### config.mk
export PLATFORM = sky130hd
export DESIGN_NAME = irq_vector_ctrl
export DESIGN_NICKNAME = d
export VERILOG_FILES = /design/src/rtl/irqv_pkg.sv /design/src/rtl/irqv_edge_latch.sv /design/src/rtl/irqv_arbiter.sv /design/src/rtl/irqv_ack_seq.sv /design/src/rtl/irq_vector_ctrl.sv
export SDC_FILE = /design/constraint.sdc
export NUM_CORES = 1
export LEC_CHECK = 0
export BUFFER_PORTS_ARGS = -buffer_cell sky130_fd_sc_hd__buf_4
export CAP_MARGIN = 5
export CORE_MARGIN = 3
export CORE_UTILIZATION = 45
export DETAILED_ROUTE_END_ITERATION = 12
export GPL_TIMING_DRIVEN = 0
export PLACE_DENSITY = 0.86
export REMOVE_ABC_BUFFERS = 1
export SLEW_MARGIN = 20
export SYNTH_ARGS = -nofsm -noshare
export SYNTH_HDL_FRONTEND = slang
export SYNTH_SLANG_ARGS = --single-unit
export TNS_END_PERCENT = 100
### constraint.sdc
create_clock -name clk -period 3.03 [get_ports clk]
set_input_delay 0.909 -clock clk [delete_from_list [all_inputs] [get_ports clk]]
set_output_delay 0.909 -clock clk [all_outputs]
set_load 0.01 [all_outputs]
### src/rtl/irqv_pkg.sv
package irqv_pkg;
   localparam int unsigned NSRC     = 5;
   localparam int unsigned IDX_INTR = 0;
   localparam int unsigned IDX_R55  = 1;
   localparam int unsigned IDX_R65  = 2;
   localparam int unsigned IDX_R75  = 3;
   localparam int unsigned IDX_TRAP = 4;

   // Fixed-vector sources sit at restart slot n, offset by four bytes.
   function automatic logic [7:0] fixed_vector(input int unsigned idx);
      int unsigned slot;
      slot = (idx == IDX_TRAP) ? 4 : idx + 4;
      return 8'(slot * 8 + 4);
   endfunction
endpackage

### src/rtl/irqv_edge_latch.sv
module irqv_edge_latch (
   input  logic clk,
   input  logic rst_n,
   input  logic lvl_i,
   input  logic clr_i,
   output logic pend_o
);
   logic prev_q;

   always_ff @(posedge clk or negedge rst_n) begin
      if (!rst_n) begin
         prev_q <= 1'b0;
         pend_o <= 1'b0;
      end else begin
         prev_q <= lvl_i;
         pend_o <= (pend_o & ~clr_i) | (lvl_i & ~prev_q);
      end
   end


   hold_until_served_chk: assert property (@(posedge clk) disable iff (!rst_n)
      (pend_o && !clr_i) |=> pend_o);

   rise_captured_chk: assert property (@(posedge clk) disable iff (!rst_n)
      $rose(lvl_i) |=> pend_o);
endmodule

### src/rtl/irqv_arbiter.sv
module irqv_arbiter #(
   parameter int unsigned N = 5
) (
   input  logic         clk,
   input  logic         rst_n,
   input  logic         en_i,
   input  logic [N-1:0] req_i,
   output logic [N-1:0] grant_o
);
   if (N < 2) begin : g_n_chk
      $error("irqv_arbiter: N must be at least 2");
   end

   for (genvar i = 0; i < N; i++) begin : g_pri
      if (i == N - 1) begin : g_top
         assign grant_o[i] = en_i & req_i[i];
      end else begin : g_low
         assign grant_o[i] = en_i & req_i[i] & ~(|req_i[N-1:i+1]);
      end
   end


   single_grant_chk: assert property (@(posedge clk) disable iff (!rst_n)
      $onehot0(grant_o));

   no_lost_req_chk: assert property (@(posedge clk) disable iff (!rst_n)
      (en_i && (|req_i)) |-> (|grant_o));
endmodule

### src/rtl/irqv_ack_seq.sv
module irqv_ack_seq #(
   parameter int unsigned LEN = 3
) (
   input  logic       clk,
   input  logic       rst_n,
   input  logic       start_i,
   input  logic [7:0] opc_i,
   output logic       busy_o,
   output logic       done_o,
   output logic       ok_o,
   output logic [7:0] vec_o
);
   localparam int unsigned CW = $clog2(LEN + 1);

   if (LEN < 1 || LEN > 255) begin : g_len_chk
      $error("irqv_ack_seq: LEN must lie in 1..255");
   end

   logic [CW-1:0] cnt_q;

   always_ff @(posedge clk or negedge rst_n) begin
      if (!rst_n)              cnt_q <= '0;
      else if (start_i)        cnt_q <= CW'(LEN);
      else if (cnt_q != '0)    cnt_q <= cnt_q - CW'(1);
   end

   assign busy_o = (cnt_q != '0);
   assign done_o = (cnt_q == CW'(1));
   assign ok_o   = (opc_i[7:6] == 2'b11) && (opc_i[2:0] == 3'b111);
   assign vec_o  = {2'b00, opc_i[5:3], 3'b000};


   no_restart_busy_chk: assert property (@(posedge clk) disable iff (!rst_n)
      start_i |-> !busy_o);

   ack_ends_chk: assert property (@(posedge clk) disable iff (!rst_n)
      done_o |=> !busy_o);

   ack_starts_chk: assert property (@(posedge clk) disable iff (!rst_n)
      start_i |=> busy_o);
endmodule

### src/rtl/irq_vector_ctrl.sv
module irq_vector_ctrl
   import irqv_pkg::*;
#(
   parameter int unsigned AW        = 16,
   parameter int unsigned INTA_LEN  = 3,
   parameter int unsigned RST_HOLD  = 2,
   parameter bit          TRAP_EDGE = 1'b1
) (
   input  logic          clk,
   input  logic          rst_n,
   input  logic          trap_i,
   input  logic          rst75_i,
   input  logic          rst65_i,
   input  logic          rst55_i,
   input  logic          intr_i,
   input  logic          ei_i,
   input  logic          set_mask_i,
   input  logic [2:0]    mask_i,
   input  logic [7:0]    data_i,
   output logic          inta_o,
   output logic          redirect_o,
   output logic [AW-1:0] target_o,
   output logic          rst_out_o
);
   localparam int unsigned RCW = $clog2(RST_HOLD + 1);

   if (AW < 8) begin : g_aw_chk
      $error("irq_vector_ctrl: AW must be at least 8");
   end
   if (RST_HOLD < 1) begin : g_hold_chk
      $error("irq_vector_ctrl: RST_HOLD must be at least 1");
   end

   logic [RCW-1:0]  rst_cnt_q;
   logic            ie_q;
   logic [2:0]      mask_q;
   logic            trap_pend, r75_pend;
   logic [NSRC-1:0] req, grant;
   logic            arb_en, take_fixed, take_mask;
   logic [7:0]      fix_vec;
   logic            ack_done, ack_ok;
   logic [7:0]      ack_vec;
   logic            redir_q;

   // reset stretch
   always_ff @(posedge clk or negedge rst_n) begin
      if (!rst_n)                rst_cnt_q <= RCW'(RST_HOLD);
      else if (rst_cnt_q != '0)  rst_cnt_q <= rst_cnt_q - RCW'(1);
   end
   assign rst_out_o = (rst_cnt_q != '0);

   // trap capture variant
   if (TRAP_EDGE) begin : g_trap_edge
      irqv_edge_latch u_trap (
         .clk(clk), .rst_n(rst_n), .lvl_i(trap_i),
         .clr_i(grant[IDX_TRAP]), .pend_o(trap_pend));
   end else begin : g_trap_level
      assign trap_pend = trap_i;
   end

   irqv_edge_latch u_r75 (
      .clk(clk), .rst_n(rst_n), .lvl_i(rst75_i),
      .clr_i(grant[IDX_R75]), .pend_o(r75_pend));

   always_comb begin
      req           = '0;
      req[IDX_TRAP] = trap_pend;
      req[IDX_R75]  = r75_pend & ie_q & ~mask_q[2];
      req[IDX_R65]  = rst65_i  & ie_q & ~mask_q[1];
      req[IDX_R55]  = rst55_i  & ie_q & ~mask_q[0];
      req[IDX_INTR] = intr_i   & ie_q;
   end

   assign arb_en = ~rst_out_o & ~inta_o;

   irqv_arbiter #(.N(NSRC)) u_arb (
      .clk(clk), .rst_n(rst_n), .en_i(arb_en), .req_i(req), .grant_o(grant));

   assign take_fixed = |grant[NSRC-1:1];
   assign take_mask  = |grant[IDX_R75:0];

   always_comb begin
      fix_vec = '0;
      for (int unsigned i = 1; i < NSRC; i++)
         if (grant[i]) fix_vec = fixed_vector(i);
   end

   irqv_ack_seq #(.LEN(INTA_LEN)) u_ack (
      .clk(clk), .rst_n(rst_n), .start_i(grant[IDX_INTR]), .opc_i(data_i),
      .busy_o(inta_o), .done_o(ack_done), .ok_o(ack_ok), .vec_o(ack_vec));

   always_ff @(posedge clk or negedge rst_n) begin
      if (!rst_n) begin
         ie_q     <= 1'b0;
         mask_q   <= 3'b111;
         redir_q  <= 1'b0;
         target_o <= '0;
      end else begin
         if (take_mask)   ie_q <= 1'b0;
         else if (ei_i)   ie_q <= 1'b1;
         if (set_mask_i)  mask_q <= mask_i;
         redir_q <= 1'b0;
         if (take_fixed) begin
            redir_q  <= 1'b1;
            target_o <= AW'(fix_vec);
         end else if (ack_done && ack_ok) begin
            redir_q  <= 1'b1;
            target_o <= AW'(ack_vec);
         end
      end
   end

   assign redirect_o = redir_q | rst_out_o;


   reset_target_chk: assert property (@(posedge clk) disable iff (!rst_n)
      rst_out_o |-> (redirect_o && target_o == '0 && !inta_o));

   take_clears_ie_chk: assert property (@(posedge clk) disable iff (!rst_n)
      take_mask |=> !ie_q);

   trap_wins_chk: assert property (@(posedge clk) disable iff (!rst_n)
      (trap_pend && arb_en) |-> grant[IDX_TRAP]);

   hold_off_chk: assert property (@(posedge clk) disable iff (!rst_n)
      (inta_o || rst_out_o) |-> (grant == '0));

   single_pulse_chk: assert property (@(posedge clk) disable iff (!rst_n)
      (redirect_o && !rst_out_o) |=> (!redirect_o || $past(take_fixed) || $past(ack_done)));
endmodule

==> results.sh <==
export IMPL_status="finished, final reports clean"
export IMPL_viasPerCell=4.98
export IMPL_grt_usage_pct=15.9
export IMPL_synth_top_area_share_pct=36.3
export IMPL_p_leak_nw=0.533
export IMPL_fin_nets=141
export IMPL_synth_xor_area_share_pct=1.95
export IMPL_synth_edff_count=0
export IMPL_antenna_found_initial=0
export IMPL_gr_total_overflow=0
export IMPL_post_cts_resized=0
export IMPL_crit_path_end_kind="primary output"
export IMPL_drc_errors=0
export IMPL_detailed_place_hpwl_um=1500
export IMPL_setup_viol=0
export IMPL_totalWireLength_um=1820
export IMPL_insertion_delay_ps=290
export IMPL_synthCells=88
export IMPL_grt_max_degree=18
export IMPL_yosysTopAreaCell="dfrtp_1"
export IMPL_powerDensity_mw_per_mm2=716
export IMPL_first_pass_iters=4
export IMPL_hold_path_class="register to register"
export IMPL_cts_htree_levels=1
export IMPL_period_share_pct=73.8
export IMPL_row_count=15
export IMPL_synth_top_flop_cell="dfrtp_1"
export IMPL_yosys_warnings=0
export IMPL_fmax_mhz=447
export IMPL_synth_async_reset_ratio_pct=100
export IMPL_synth_area_mux_share_pct=3.77
export IMPL_synth_fa_ha_area_share_pct=4.18
export IMPL_core_mm2=0.00180
export IMPL_synth_simple_gate_area_share_pct=16.5
export IMPL_yosysSeqAreaShare_pct=48.0
export IMPL_final_max_slew_viol_count=0
export IMPL_synth_top_family_by_area="simple AND/OR/NAND/NOR gates"
export IMPL_yosysUniqueCellTypes=29
export IMPL_drv_cap=0
export IMPL_grt_first_pass_wirelength_um=3040
export IMPL_start_kind="register"
export IMPL_path_class="register to primary output"
export IMPL_die_y_um=50.7
export IMPL_synthTopCellsByArea="dfrtp_1 36%, dfstp_2 12%, buf_4 10%"
export IMPL_setup_tns_ps=0
export IMPL_syn2layout_area_growth_pct=22.7
export IMPL_ir_drop_mv=0.414
export IMPL_initial_core_util_pct=49.8
export IMPL_rsz0062_at_grt="no"
export IMPL_cts_tree="yes"
export IMPL_clk_path_buf_depth=2
export IMPL_postCtsHoldBufs=0
export IMPL_final_core_util_pct=61.1
export IMPL_crit_arrival_ps=1330
export IMPL_synth_area_um2=897
export IMPL_wl_per_cell_um=12.8
export IMPL_ant_nets=0
export IMPL_clock_sinks=17
export IMPL_ios=39
export IMPL_finalWeightedCongestion=0.742
export IMPL_required_ps=2120
export IMPL_die_area_mm2=0.00257
export IMPL_synth_seq_cells=17
export IMPL_syn_avg_cell_area_um2=10.2
export IMPL_finalCriticalPeriod_ps=2240
export IMPL_postCtsSetupBuffers=0
export IMPL_synth_compound_area_share_pct=11.0
export IMPL_cts_clk_slew_worst_paths_ps=100
export IMPL_crit_fanout=6
export IMPL_hold_viol=0
export IMPL_power_total_uw=788
export IMPL_antenna_cells=0
export IMPL_cts_root_buf="clkbuf_4"
export IMPL_cts_made_buffers=3
export IMPL_netlist_top_cells_count="13 x dfrtp_1, 12 x buf_4, 10 x inv_1"
export IMPL_clock_skew_ps=2.56
export IMPL_grt_pass1_vias=721
export IMPL_synth_most_common_cell="dfrtp_1"
export IMPL_first_iter_violations=11
export IMPL_via_count=707
export IMPL_die_x_um=50.7
export IMPL_drive_above_1_share_pct=34.2
export IMPL_numPortBuffers=26
## power breakdown
| part | switching, mW | internal (mW) | leakage, nW |
|---|---|---|---|
| clock | 0.0704 | 0.0512 | 0.0150 |
| combinational | 0.165 | 0.170 | 0.330 |
| sequential | 0.0388 | 0.293 | 0.188 |
## final timing paths
check / start / to / slack [ps] / depth (start not counted)
worst min-delay path: u_r75.prev_q$_DFF_PN0_ / u_r75.pend_o$_DFF_PN0_ / 440 / 1
worst min register to register: u_r75.prev_q$_DFF_PN0_ / u_r75.pend_o$_DFF_PN0_ / 440 / 1
max in group asynchronous: rst_n / rst_cnt_q[1]$_DFFE_PN1P_ / 2320 / 1
worst max-delay path: rst_cnt_q[1]$_DFFE_PN1P_ / rst_out_o / 790 / 4
min in group asynchronous: rst_n / u_r75.prev_q$_DFF_PN0_ / 460 / 1
worst max register to register: mask_q[1]$_DFFE_PN1P_ / target_o[4]$_DFFE_PN0P_ / 1330 / 4
## per-stage QoR
step	hold slack, ps	area, µm²	cells	worst slack (ps)
CTS	438	1100	142	784
global placement	408	1070	138	811
finish	435	1100	142	794
floorplan	400	848	87	977
detailed placement	424	1070	138	790
global route	454	1100	142	711
## placed cells by master (no fill, tap or decap), drive strengths merged, types with 2 or more instances in the layout
cell / count
nor2b: 4
mux2: 3
o32a: 2
nor3: 3
a21oi: 2
inv: 10
dfstp: 4
nor2: 5
or2: 2
o21ai: 4
buf: 26
o22ai: 2
nand2: 4
clkbuf: 4
dfrtp: 13
nand2b: 3
ha: 3
conb: 12
## registers in the layout, indices dropped and copies added, names as in the netlist
register	cells
rst_cnt_q	2
g_trap_edge.u_trap.pend_o	1
mask_q	3
u_ack.cnt_q	2
g_trap_edge.u_trap.prev_q	1
target_o	4
u_r75.pend_o	1
redir_q	1
ie_q	1
u_r75.prev_q	1
## critical path: stages (launching register included)
cell     delay (ps)
dfstp_2         540
inv_1            40
ha_1            240
inv_1           100
buf_4           120
## final cells by class
class                           instances  area (µm²)
Clock buffer                            4        26.3
Fill cell                             141         701
Inverter                               10        37.5
Multi-Input combinational cell         60         380
Sequential cell                        17         430
Tap cell                               25        31.3
Timing Repair Buffer                   26         195
## logic make-up (layout without fill, tap and decap cells)
| kind of cell | Yosys count | after routing |
|---|---|---|
| flip-flops | 17 | 17 |
| other | 1 | 12 |
| buffers and inverters | 22 | 40 |
| XOR/XNOR | 2 | 2 |
| adder cells (fa/ha/maj) | 3 | 3 |
| multiplexers | 3 | 3 |
| AO/OA/AOI/OAI | 14 | 14 |
| AND/OR/NAND/NOR | 26 | 26 |
## metal layers
layer	vias to the layer above	GRT usage (%)	routed length, µm
met3	9	3.86	109
li1	331	-	-
met1	335	16.4	678
met2	32	29.6	976
met5	-	0	0
met4	0	8.07	59
Note: power is estimated with default switching activity, not from simulation.
